==> src/rtl/mw_pkg.sv <==
// Shared types for the serial memory command interface.
// Assumes: nothing beyond IEEE 1800-2017.
package mw_pkg;

    // Decoder states of the serial front end.
    typedef enum logic [2:0] {
        ST_IDLE,
        ST_HUNT,
        ST_OPC,
        ST_ADDR,
        ST_DATA,
        ST_READ,
        ST_DONE
    } mw_state_e;

    // Kinds of programming requests handed to the controller.
    typedef enum logic [1:0] {
        PK_WRITE = 2'd0,
        PK_ERASE = 2'd1,
        PK_WRAL  = 2'd2,
        PK_ERAL  = 2'd3
    } prog_kind_e;

endpackage

==> src/rtl/mw_frontend.sv <==
// Serial command decoder. It detects rising serial-clock edges, hunts for
// the start bit, shifts in the opcode, address and data, and keeps the
// write-enable latch. At chip-select fall it issues one-cycle programming
// requests. Assumes the serial lines are already synchronous to clk and
// that the serial clock is much slower than clk.
module mw_frontend
    import mw_pkg::*;
#(
    parameter int WORD_W = 16,
    parameter int AW     = 4
) (
    input  logic              clk,
    input  logic              rst_n,
    input  logic              cs,
    input  logic              sclk,
    input  logic              sdi,
    input  logic              org,
    input  logic              prog_busy,
    output logic              rd_load,
    output logic              rd_shift,
    output logic [AW:0]       rd_addr,
    output logic              reading,
    output logic              status_on,
    output logic              prog_req,
    output prog_kind_e        prog_kind,
    output logic [AW:0]       prog_addr,
    output logic [WORD_W-1:0] prog_data
);
    localparam int BW = WORD_W / 2;
    localparam int CW = $clog2(WORD_W) + 1;

    mw_state_e         state_q;
    logic              cs_q, sclk_q;
    logic [CW-1:0]     cnt_q;
    logic [3:0]        opc_q;
    logic [AW:0]       addr_q;
    logic [WORD_W-1:0] data_q;
    logic              wel_q, status_q;

    logic              rise, fall, exec_now;
    logic [CW-1:0]     alast, dlast;
    logic              is_prog, set_wel, clr_wel, need_data;
    prog_kind_e        kind_sel;

    // Edge detection and field lengths for the selected organisation.
    always_comb begin
        rise     = cs & sclk & ~sclk_q;
        fall     = ~cs & cs_q;
        exec_now = fall && (state_q == ST_DONE);
        alast    = org ? CW'(AW - 1) : CW'(AW);
        dlast    = org ? CW'(WORD_W - 1) : CW'(BW - 1);
    end

    // Opcode decode into actions taken at chip-select fall.
    always_comb begin
        is_prog   = 1'b0;
        set_wel   = 1'b0;
        clr_wel   = 1'b0;
        kind_sel  = PK_WRITE;
        need_data = (opc_q[3:2] == 2'b01) || (opc_q == 4'b0001);
        case (opc_q[3:2])
            2'b01: begin is_prog = 1'b1; kind_sel = PK_WRITE; end
            2'b11: begin is_prog = 1'b1; kind_sel = PK_ERASE; end
            2'b00: begin
                case (opc_q[1:0])
                    2'b11: set_wel = 1'b1;
                    2'b00: clr_wel = 1'b1;
                    2'b10: begin is_prog = 1'b1; kind_sel = PK_ERAL; end
                    default: begin is_prog = 1'b1; kind_sel = PK_WRAL; end
                endcase
            end
            default: ;
        endcase
    end

    // Strobes toward the read shifter and status toward the output pin.
    assign rd_load   = rise && (state_q == ST_ADDR) && (cnt_q == alast) && (opc_q[3:2] == 2'b10);
    assign rd_addr   = {addr_q[AW-1:0], sdi};
    assign rd_shift  = rise && (state_q == ST_READ);
    assign reading   = (state_q == ST_READ);
    assign status_on = status_q && (state_q == ST_HUNT);

    // Decoder state machine, write-enable latch and request registers.
    always_ff @(posedge clk) begin
        if (!rst_n) begin
            state_q   <= ST_IDLE;
            cs_q      <= 1'b0;
            sclk_q    <= 1'b0;
            cnt_q     <= '0;
            opc_q     <= '0;
            addr_q    <= '0;
            data_q    <= '0;
            wel_q     <= 1'b0;
            status_q  <= 1'b0;
            prog_req  <= 1'b0;
            prog_kind <= PK_WRITE;
            prog_addr <= '0;
            prog_data <= '0;
        end else begin
            cs_q     <= cs;
            sclk_q   <= sclk;
            prog_req <= 1'b0;
            if (!cs) begin
                state_q <= ST_IDLE;
                if (exec_now) begin
                    if (set_wel) wel_q <= 1'b1;
                    if (clr_wel) wel_q <= 1'b0;
                    if (is_prog && wel_q) begin
                        prog_req  <= 1'b1;
                        prog_kind <= kind_sel;
                        prog_addr <= addr_q;
                        prog_data <= data_q;
                        status_q  <= 1'b1;
                    end
                end
            end else begin
                case (state_q)
                    ST_IDLE: state_q <= ST_HUNT;
                    ST_HUNT: begin
                        if (rise && sdi && !prog_busy) begin
                            state_q  <= ST_OPC;
                            cnt_q    <= '0;
                            status_q <= 1'b0;
                        end
                    end
                    ST_OPC: begin
                        if (rise) begin
                            opc_q <= {opc_q[2:0], sdi};
                            if (cnt_q == CW'(3)) begin
                                state_q <= ST_ADDR;
                                cnt_q   <= '0;
                                addr_q  <= '0;
                            end else begin
                                cnt_q <= cnt_q + 1'b1;
                            end
                        end
                    end
                    ST_ADDR: begin
                        if (rise) begin
                            addr_q <= {addr_q[AW-1:0], sdi};
                            if (cnt_q == alast) begin
                                cnt_q  <= '0;
                                data_q <= '0;
                                if (opc_q[3:2] == 2'b10) state_q <= ST_READ;
                                else if (need_data)      state_q <= ST_DATA;
                                else                     state_q <= ST_DONE;
                            end else begin
                                cnt_q <= cnt_q + 1'b1;
                            end
                        end
                    end
                    ST_DATA: begin
                        if (rise) begin
                            data_q <= {data_q[WORD_W-2:0], sdi};
                            if (cnt_q == dlast) state_q <= ST_DONE;
                            else                cnt_q   <= cnt_q + 1'b1;
                        end
                    end
                    default: ;
                endcase
            end
        end
    end

    AST_REQ_NEEDS_WEL: assert property (@(posedge clk) disable iff (!rst_n)
        prog_req |-> wel_q);
    AST_REQ_SINGLE_PULSE: assert property (@(posedge clk) disable iff (!rst_n)
        prog_req |=> !prog_req);
    AST_START_ENTRY: assert property (@(posedge clk) disable iff (!rst_n)
        (state_q == ST_OPC && $past(state_q) != ST_OPC) |-> ($past(state_q) == ST_HUNT && $past(sdi)));
    AST_NO_START_WHEN_BUSY: assert property (@(posedge clk) disable iff (!rst_n)
        (state_q == ST_HUNT && prog_busy) |=> state_q != ST_OPC);

endmodule

==> src/rtl/mw_array.sv <==
// Register array of WORDS x WORD_W bits. It can be viewed as words or
// as bytes, where an even byte address is the high byte of its word.
// Applies write, erase, erase-all and write-all on a one-cycle exec
// strobe. Assumes exec comes only from the decoder's accepted requests.
module mw_array
    import mw_pkg::*;
#(
    parameter int WORD_W = 16,
    parameter int WORDS  = 16
) (
    input  logic                       clk,
    input  logic                       rst_n,
    input  logic                       org,
    input  logic                       exec,
    input  prog_kind_e                 kind,
    input  logic [$clog2(WORDS):0]     addr,
    input  logic [WORD_W-1:0]          wdata,
    input  logic [$clog2(WORDS):0]     rd_addr,
    output logic [WORD_W-1:0]          rd_unit
);
    localparam int AW = $clog2(WORDS);
    localparam int BW = WORD_W / 2;

    logic [WORD_W-1:0] mem [WORDS];
    logic [WORD_W-1:0] nxt [WORDS];
    logic [WORD_W-1:0] wral_pat;
    logic [WORDS-1:0]  word_full;
    logic [WORD_W-1:0] rd_word;

    // Next value of every word for the pending request.
    always_comb begin
        wral_pat = org ? wdata : {wdata[BW-1:0], wdata[BW-1:0]};
        for (int i = 0; i < WORDS; i++) begin
            logic hit;
            hit    = org ? (addr[AW-1:0] == AW'(i)) : (addr[AW:1] == AW'(i));
            nxt[i] = mem[i];
            case (kind)
                PK_WRITE: if (hit) begin
                    if (org)          nxt[i] = wdata;
                    else if (!addr[0]) nxt[i][WORD_W-1:BW] = wdata[BW-1:0];
                    else              nxt[i][BW-1:0] = wdata[BW-1:0];
                end
                PK_ERASE: if (hit) begin
                    if (org)          nxt[i] = '1;
                    else if (!addr[0]) nxt[i][WORD_W-1:BW] = '1;
                    else              nxt[i][BW-1:0] = '1;
                end
                PK_ERAL: nxt[i] = '1;
                default: nxt[i] = mem[i] & wral_pat;
            endcase
        end
    end

    // Storage: all ones at reset, updated on an accepted request.
    always_ff @(posedge clk) begin
        if (!rst_n) begin
            for (int i = 0; i < WORDS; i++) mem[i] <= '1;
        end else if (exec) begin
            for (int i = 0; i < WORDS; i++) mem[i] <= nxt[i];
        end
    end

    // Read view: a whole word, or one byte right-aligned.
    always_comb begin
        rd_word = org ? mem[rd_addr[AW-1:0]] : mem[rd_addr[AW:1]];
        if (org)            rd_unit = rd_word;
        else if (rd_addr[0]) rd_unit = {{BW{1'b0}}, rd_word[BW-1:0]};
        else                rd_unit = {{BW{1'b0}}, rd_word[WORD_W-1:BW]};
    end

    // Per-word all-ones flags for the erase-all check.
    for (genvar g = 0; g < WORDS; g++) begin : g_full
        assign word_full[g] = &mem[g];
    end

    AST_ERAL_ALL_ONES: assert property (@(posedge clk) disable iff (!rst_n)
        (exec && kind == PK_ERAL) |=> (&word_full));

endmodule

==> src/rtl/mw_read_shift.sv <==
// Read output sequencer. It loads the start address with a dummy zero
// on sdo, then presents one bit of the current unit per shift strobe,
// MSB first, and steps the address with wrap at the end of each unit.
// Assumes the array does not change while a read streams.
module mw_read_shift #(
    parameter int WORD_W = 16,
    parameter int AW     = 4
) (
    input  logic              clk,
    input  logic              rst_n,
    input  logic              org,
    input  logic              load,
    input  logic [AW:0]       load_addr,
    input  logic              shift,
    input  logic [WORD_W-1:0] rd_unit,
    output logic [AW:0]       ptr,
    output logic              sdo_bit
);
    localparam int BW = WORD_W / 2;
    localparam int CW = $clog2(WORD_W);

    logic [CW-1:0] cnt_q;
    logic [CW-1:0] ulast;
    logic [AW:0]   ptr_inc;

    // Unit length and wrapped next address for the organisation.
    always_comb begin
        ulast   = org ? CW'(WORD_W - 1) : CW'(BW - 1);
        ptr_inc = org ? {1'b0, ptr[AW-1:0] + 1'b1} : ptr + 1'b1;
    end

    // Bit position, address pointer and output bit register.
    always_ff @(posedge clk) begin
        if (!rst_n) begin
            cnt_q   <= '0;
            ptr     <= '0;
            sdo_bit <= 1'b0;
        end else if (load) begin
            cnt_q   <= '0;
            ptr     <= load_addr;
            sdo_bit <= 1'b0;
        end else if (shift) begin
            sdo_bit <= rd_unit[ulast - cnt_q];
            if (cnt_q == ulast) begin
                cnt_q <= '0;
                ptr   <= ptr_inc;
            end else begin
                cnt_q <= cnt_q + 1'b1;
            end
        end
    end

    AST_DUMMY_ZERO: assert property (@(posedge clk) disable iff (!rst_n)
        load |=> !sdo_bit);
    AST_WORD_WRAP: assert property (@(posedge clk) disable iff (!rst_n)
        (shift && !load && org && cnt_q == ulast && ptr[AW-1:0] == '1) |=> ptr == '0);

endmodule

==> src/rtl/mw_cmd_if.sv <==
// Top of the serial memory command interface. It joins the decoder, the
// read sequencer and the storage array, and muxes read data and
// ready/busy status onto the serial output. Assumes prog_busy comes from
// the external programming controller fed by prog_req.
module mw_cmd_if
    import mw_pkg::*;
#(
    parameter int WORD_W = 16,
    parameter int WORDS  = 16
) (
    input  logic                   clk,
    input  logic                   rst_n,
    input  logic                   cs,
    input  logic                   sclk,
    input  logic                   sdi,
    input  logic                   org,
    input  logic                   prog_busy,
    output logic                   sdo,
    output logic                   sdo_oe,
    output logic                   prog_req,
    output logic [1:0]             prog_kind,
    output logic [$clog2(WORDS):0] prog_addr,
    output logic [WORD_W-1:0]      prog_data
);
    localparam int AW = $clog2(WORDS);

    logic              rd_load, rd_shift, reading, status_on, rd_bit;
    logic [AW:0]       rd_addr, ptr;
    logic [WORD_W-1:0] rd_unit;
    prog_kind_e        kind;

    mw_frontend #(.WORD_W(WORD_W), .AW(AW)) u_front (
        .clk(clk), .rst_n(rst_n), .cs(cs), .sclk(sclk), .sdi(sdi), .org(org),
        .prog_busy(prog_busy), .rd_load(rd_load), .rd_shift(rd_shift),
        .rd_addr(rd_addr), .reading(reading), .status_on(status_on),
        .prog_req(prog_req), .prog_kind(kind), .prog_addr(prog_addr),
        .prog_data(prog_data)
    );

    mw_read_shift #(.WORD_W(WORD_W), .AW(AW)) u_shift (
        .clk(clk), .rst_n(rst_n), .org(org), .load(rd_load),
        .load_addr(rd_addr), .shift(rd_shift), .rd_unit(rd_unit),
        .ptr(ptr), .sdo_bit(rd_bit)
    );

    mw_array #(.WORD_W(WORD_W), .WORDS(WORDS)) u_array (
        .clk(clk), .rst_n(rst_n), .org(org), .exec(prog_req), .kind(kind),
        .addr(prog_addr), .wdata(prog_data), .rd_addr(ptr), .rd_unit(rd_unit)
    );

    // Output pin: read bits while streaming, otherwise ready/busy status.
    assign prog_kind = kind;
    assign sdo_oe    = cs & (reading | status_on);
    assign sdo       = reading ? rd_bit : ~prog_busy;

endmodule

==> config.mk <==
export PLATFORM = sky130hd
export DESIGN_NAME = mw_cmd_if
export DESIGN_NICKNAME = d
export VERILOG_FILES = /design/src/rtl/mw_pkg.sv /design/src/rtl/mw_frontend.sv /design/src/rtl/mw_array.sv /design/src/rtl/mw_read_shift.sv /design/src/rtl/mw_cmd_if.sv
export SDC_FILE = /design/constraint.sdc
export NUM_CORES = 1
export LEC_CHECK = 0
export ABC_AREA = 0
export BUFFER_PORTS_ARGS = -buffer_cell sky130_fd_sc_hd__clkbuf_2
export CORE_MARGIN = 3
export CORE_UTILIZATION = 47
export DETAILED_ROUTE_END_ITERATION = 7
export GPL_ROUTABILITY_DRIVEN = 0
export PLACE_DENSITY = 0.69
export RECOVER_POWER = 100
export SYNTH_ARGS = -nofsm -noshare
export SYNTH_HDL_FRONTEND = slang
export SYNTH_SLANG_ARGS = --single-unit
==> constraint.sdc <==
create_clock -name clk -period 2.22 [get_ports clk]
set_input_delay 0.444 -clock clk [delete_from_list [all_inputs] [get_ports clk]]
set_output_delay 0.444 -clock clk [all_outputs]
set_load 0.05 [all_outputs]
* After elaboration in Yosys (flattened, before gate mapping) *
Memories as Yosys holds them, arrays and structs flattened. A register that Yosys moved wholly into a read port is not among the register bits.
Cells that the tools add are included.
W data, S select, Z words.

storage, ports and cells
  register bits = 71
  bits in writable memories = 256
  memories kept = 1

operators by class
  add/sub/neg operators = 5
  eq/ne operators = 58
  order comparisons = 1
  multiplexer cells = 241
  bitwise gates (word level) = 42
  reductions and logical operators = 40

memories
  name         depth  width  rd ports  clocked after Yosys merged registers in  write ports  RTL line        text
  u_array.mem  16     16     18        2                                        16           mw_array.sv:24  logic [WORD_W-1:0] mem [WORDS];

operator list
  cell                   count
  $mux W16               86
  $pmux W16 S3           16
  $mux W8                65
  $and A16 B16 Y16       16
  $mux W5                14
  $eq A4 B4 Y1 const B   16
  $mux W1                35
  $eq A4 B3 Y1 const B   8
  $pmux W16 S2           1
  $mux W4                7
  $mux W3                9
  $pmux W5 S4            1
  $or A1 B1 Y1           17
  $eq A4 B2 Y1 const B   4
  $pmux W3 S5            1
  $ne A2 B1 Y1 const B   7
  $reduce_bool A2 Y1     7
  $eq A4 B1 Y1 const B   3
  $add A5 B1 Y5 const B  2
  $eq A2 B2 Y1 const B   5
  $eq A5 B5 Y1           2
  $pmux W5 S2            1
  $reduce_and A5 Y1      2
  $eq A3 B3 Y1 const B   3
  other kinds (30)       59

* Longest topological paths before layout *
  depth after elaboration = 9
  gate-level depth with buffers = 12
  depth with buffers taken out = 8

* Modules after synthesis *
From an unflattened synthesis, not the netlist that was laid out.

second synthesis, totals
  cells, all modules = 1308
  area total of the unflattened synthesis = 18006.0 um2

by module, submodules not included
  module         times used  area an instance (um2)  cells an instance  sequential area each (um2)
  mw_array       1           14670.3                 963                7687.4
  mw_frontend    1           2658.8                  272                1221.2
  mw_read_shift  1           660.6                   70                 200.2
  mw_cmd_if      1           16.3                    3                  0.0

* Worst setup path after synthesis *
No wires, ideal clock.

  path kind = reg2reg
  from = register (tool-made name)
  to = register u_shift.sdo_bit
  arrival = 2.316 ns
  required time = 2.106 ns
  slack = -0.210 ns
  clock period less this slack = 2.430 ns
  library setup time = 0.114 ns
  stages on the path, launching flop included = 10
  cell sequence = dfxtp_1 buf_6 buf_2 buf_2 mux4_2 a2111oi_2 nor4_1 nor4_1 o2111ai_1 a21o_1

RTL lines
  what                  RTL line             text
  to (signal assigned)  mw_read_shift.sv:43  sdo_bit <= rd_unit[ulast - cnt_q];
  to (decl)             mw_read_shift.sv:17  output logic sdo_bit

==> run_results.csv <==
group,metric,value,unit
status,status,"complete, but fails checks",
status,violations,"setup timing",
sta,setup_violations,153,
power_and_ir_drop,peakVddDrop,0.663,mV
sta,fin_crit_sh,117,%
clock_tree,cts_max_level,2,
route,drt_pass1_iterations,6,
global_route,grt_pass1_wl,83800,µm
route,vias,14300,
logic_synthesis,synth_top_area_share,42.6,%
setup_path,critical_path_buf_inv_count,3,
global_route,grt_overflow,0,
logic_synthesis,yosysMostFrequentCell,"edfxtp_1",
placement,dp_hpwl,38200,µm
floorplanning,die-area,40800,µm²
final_layout,fin_nets,1795,
sta,rsz0062_at_grt,"true",
global_route,grt_usage,26.5,%
logic_synthesis,syn_area,18100,µm²
floorplanning,dieWidth,202,µm
placement,io_buffers,32,
logic_synthesis,synthSimpleGateAreaFrac,11.2,%
sta,layout_min_cycle_time,2590,ps
route,wl,54700,µm
logic_synthesis,synth_mux_area_share,20.0,%
clock_tree,clk_latency,540,ps
final_layout,syn_to_final_growth,24.3,%
setup_path,path_class,"reg2reg",
power_and_ir_drop,p_per_area,612,nW/µm²
sta,max_freq,386,MHz
setup_path,end_kind,"flip-flop",
logic_synthesis,async_reset_ff_share,0,%
floorplanning,core,37800,µm²
logic_synthesis,ys.flop_type,"edfxtp_1",
floorplanning,die_h,202,µm
logic_synthesis,yosys.area.top_type,"edfxtp_1",
placement,placed_area,21000,µm²
setup_path,crit_path_max_fanout,7,
logic_synthesis,synth.area.top_cells,"edfxtp_1, mux4_2, dfxtp_1, a21o_1, nand2_1",
final_layout,seq_area,9220,µm²
logic_synthesis,synth_top_family_by_area,"multiplexers",
sta,hold_violations,0,
power_and_ir_drop,p_leak,0.00759,µW
clock_tree,ctsHoldBuffers,0,
final_layout,n_antenna_cell,0,
clock_tree,clockBufferDepth,3,
global_route,grt_pass1_vias,14000,
logic_synthesis,synthCells,1503,
route,drtIter0Drc,1810,
setup_path,required,2660,ps
setup_path,path_cells,"buf_12, buf_6, mux4_2, mux4_2, or3b_1, o31a_1, o311ai_2, buf_4, a21oi_2, a21o_1",
clock_tree,path_clk_slew,70,ps
clock_tree,cts_inserted_buffers,37,
logic_synthesis,synth-xor-area-share,0.242,%
floorplanning,io_pins,33,
route,wl_per_cell,23.6,µm
final_layout,design_area,22400,µm²
logic_synthesis,syn_nets,1521,
floorplanning,start_util,47.8,%
setup_path,slowest_delay,470,ps
route,viasPerCell,6.19,
logic_synthesis,synth_commonest_cells,"edfxtp_1, nand2_1, a21o_1, nor2_1, mux4_2",
global_route,antenna_found_initial,0,
setup_path,crit_arrival,3030,ps
sta,fin_skew,21.6,ps
global_route,grt_max_degree,54,
sta,maxSlewHeadroom,20.0,%
worst_hold_path,hp-class,"in2reg",
clock_tree,cts_tree,"done",
power_and_ir_drop,total_power,13700,µW
final_layout,final.fill_count,3003,
sta,drv_slew,0,
logic_synthesis,synthAdderAreaFrac,0.762,%
logic_synthesis,avgSynthCellArea,12.0,µm²
clock_tree,cts.sinks,332,
final_layout,drive_gt1_share,30.1,%
sta,tightestPinTransition,1200,ps
logic_synthesis,synth-edff-count,256,
logic_synthesis,seq_area_frac_synth,51.0,%
logic_synthesis,ys_ff_latch,332,
final_layout,multi_input_area,8370,µm²
logic_synthesis,yosysUniqueCellTypes,68,
setup_path,critical-path-top-delay-family,"multiplexers",
route,ant_nets,0,
placement,dpl_worst_slack,-532,ps
sta,setup_ws,-369,ps
run,cap_violations,0,
logic_synthesis,yosys_warnings,0,
floorplanning,row_count,71,
setup_path,cp_slowest_cell,"mux4_2",
clock_tree,cts_root_buf,"clkbuf_16",
setup_path,startpoint_type,"flip-flop",
route,route.detailed.drc,0,
setup_path,worst_path_most_repeated_cell,"mux4_2",
logic_synthesis,synth_compound_area_share,13.2,%
-- cells by family after synthesis --
group	count (synthesis)
buf+inv	133
xor+xnor	5
fa+ha+maj	11
mux	205
simple gates	474
flops	332
compound gates	343
-- cell usage in the layout (no fill, tap or decap), types with 12 or more instances in the layout --
cell type,count
edfxtp_1,256
nand2_1,248
buf_4,218
a21o_1,161
mux4_2,123
nor2_1,99
mux2i_1,75
dfxtp_1,72
a21oi_1,54
clkbuf_16,42
o21ai_0,39
inv_1,35
clkbuf_1,34
buf_12,28
nor2_2,27
nand3_1,24
a22oi_1,24
clkbuf_2,18
nor2b_1,14
clkinv_2,13
clkbuf_4,12
-- sequential cells by signal (all words and copies together), names as in the netlist, 3 cells and up, named ones only --
register,flops
u_shift.cnt_q,4
u_shift.ptr,5
u_front.addr_q,5
u_front.state_q,3
u_array.mem,256
u_front.data_q,16
u_front.prog_data,16
u_front.opc_q,4
u_front.cnt_q,5
u_front.prog_addr,5
-- power breakdown --
part,switching [µW],internal (µW)
Combinational,401,270
Clock,2600,3590
Sequential,82.9,6800
Total,3090,10700
-- routing by layer --
metal	vias to the layer above	global-route usage, %	share of wire, %
met1	7068	36.2	39
met2	855	42.4	47
met4	0	9.77	3.9
li1	6260	-	-
met3	153	5.31	10
met5	-	0	0
-- stage by stage --
step           std cells  utilization (%)  hold WS, ps  setup TNS, ps
2_1_floorplan       1503                -          431           -132
3_3_place_gp        2229             55.6          440          -9860
3_5_place_dp        2229             55.6          454         -14080
4_1_cts             2308             59.5          151           -383
5_1_grt             2316             59.4          166         -14910
6_report            2316             59.4          163         -10430
-- path summary, 6_finish.rpt --
check	startpoint	end	slack, ps	cells after the start
min	sclk	u_front.sclk_q	160	2
max	flip-flop	u_shift.sdo_bit	-370	10
max reg2reg	flip-flop	u_shift.sdo_bit	-370	10
min reg2reg	u_front.addr_q[4]	u_front.addr_q[4]	470	2
-- area by class of cell --
cell class | count | area share (%)
clock buffers | 45 | 4.63
clock inverters | 22 | 0.775
inverters | 40 | 0.669
multi-input cells | 1038 | 37.3
flip-flops and latches | 332 | 41.1
well taps | 511 | 2.85
repair buffers | 328 | 12.7
-- what timing repair did --
| item | 4_1_cts | 5_1_grt |
|---|---|---|
| pin swaps | 7 | 13 |
| resized for setup | 23 | 25 |
| gates cloned | 2 | 2 |
| setup endpoints to repair | 2 | 32 |
| setup buffers | 10 | 6 |
Note: power is estimated with default switching activity, not from simulation.
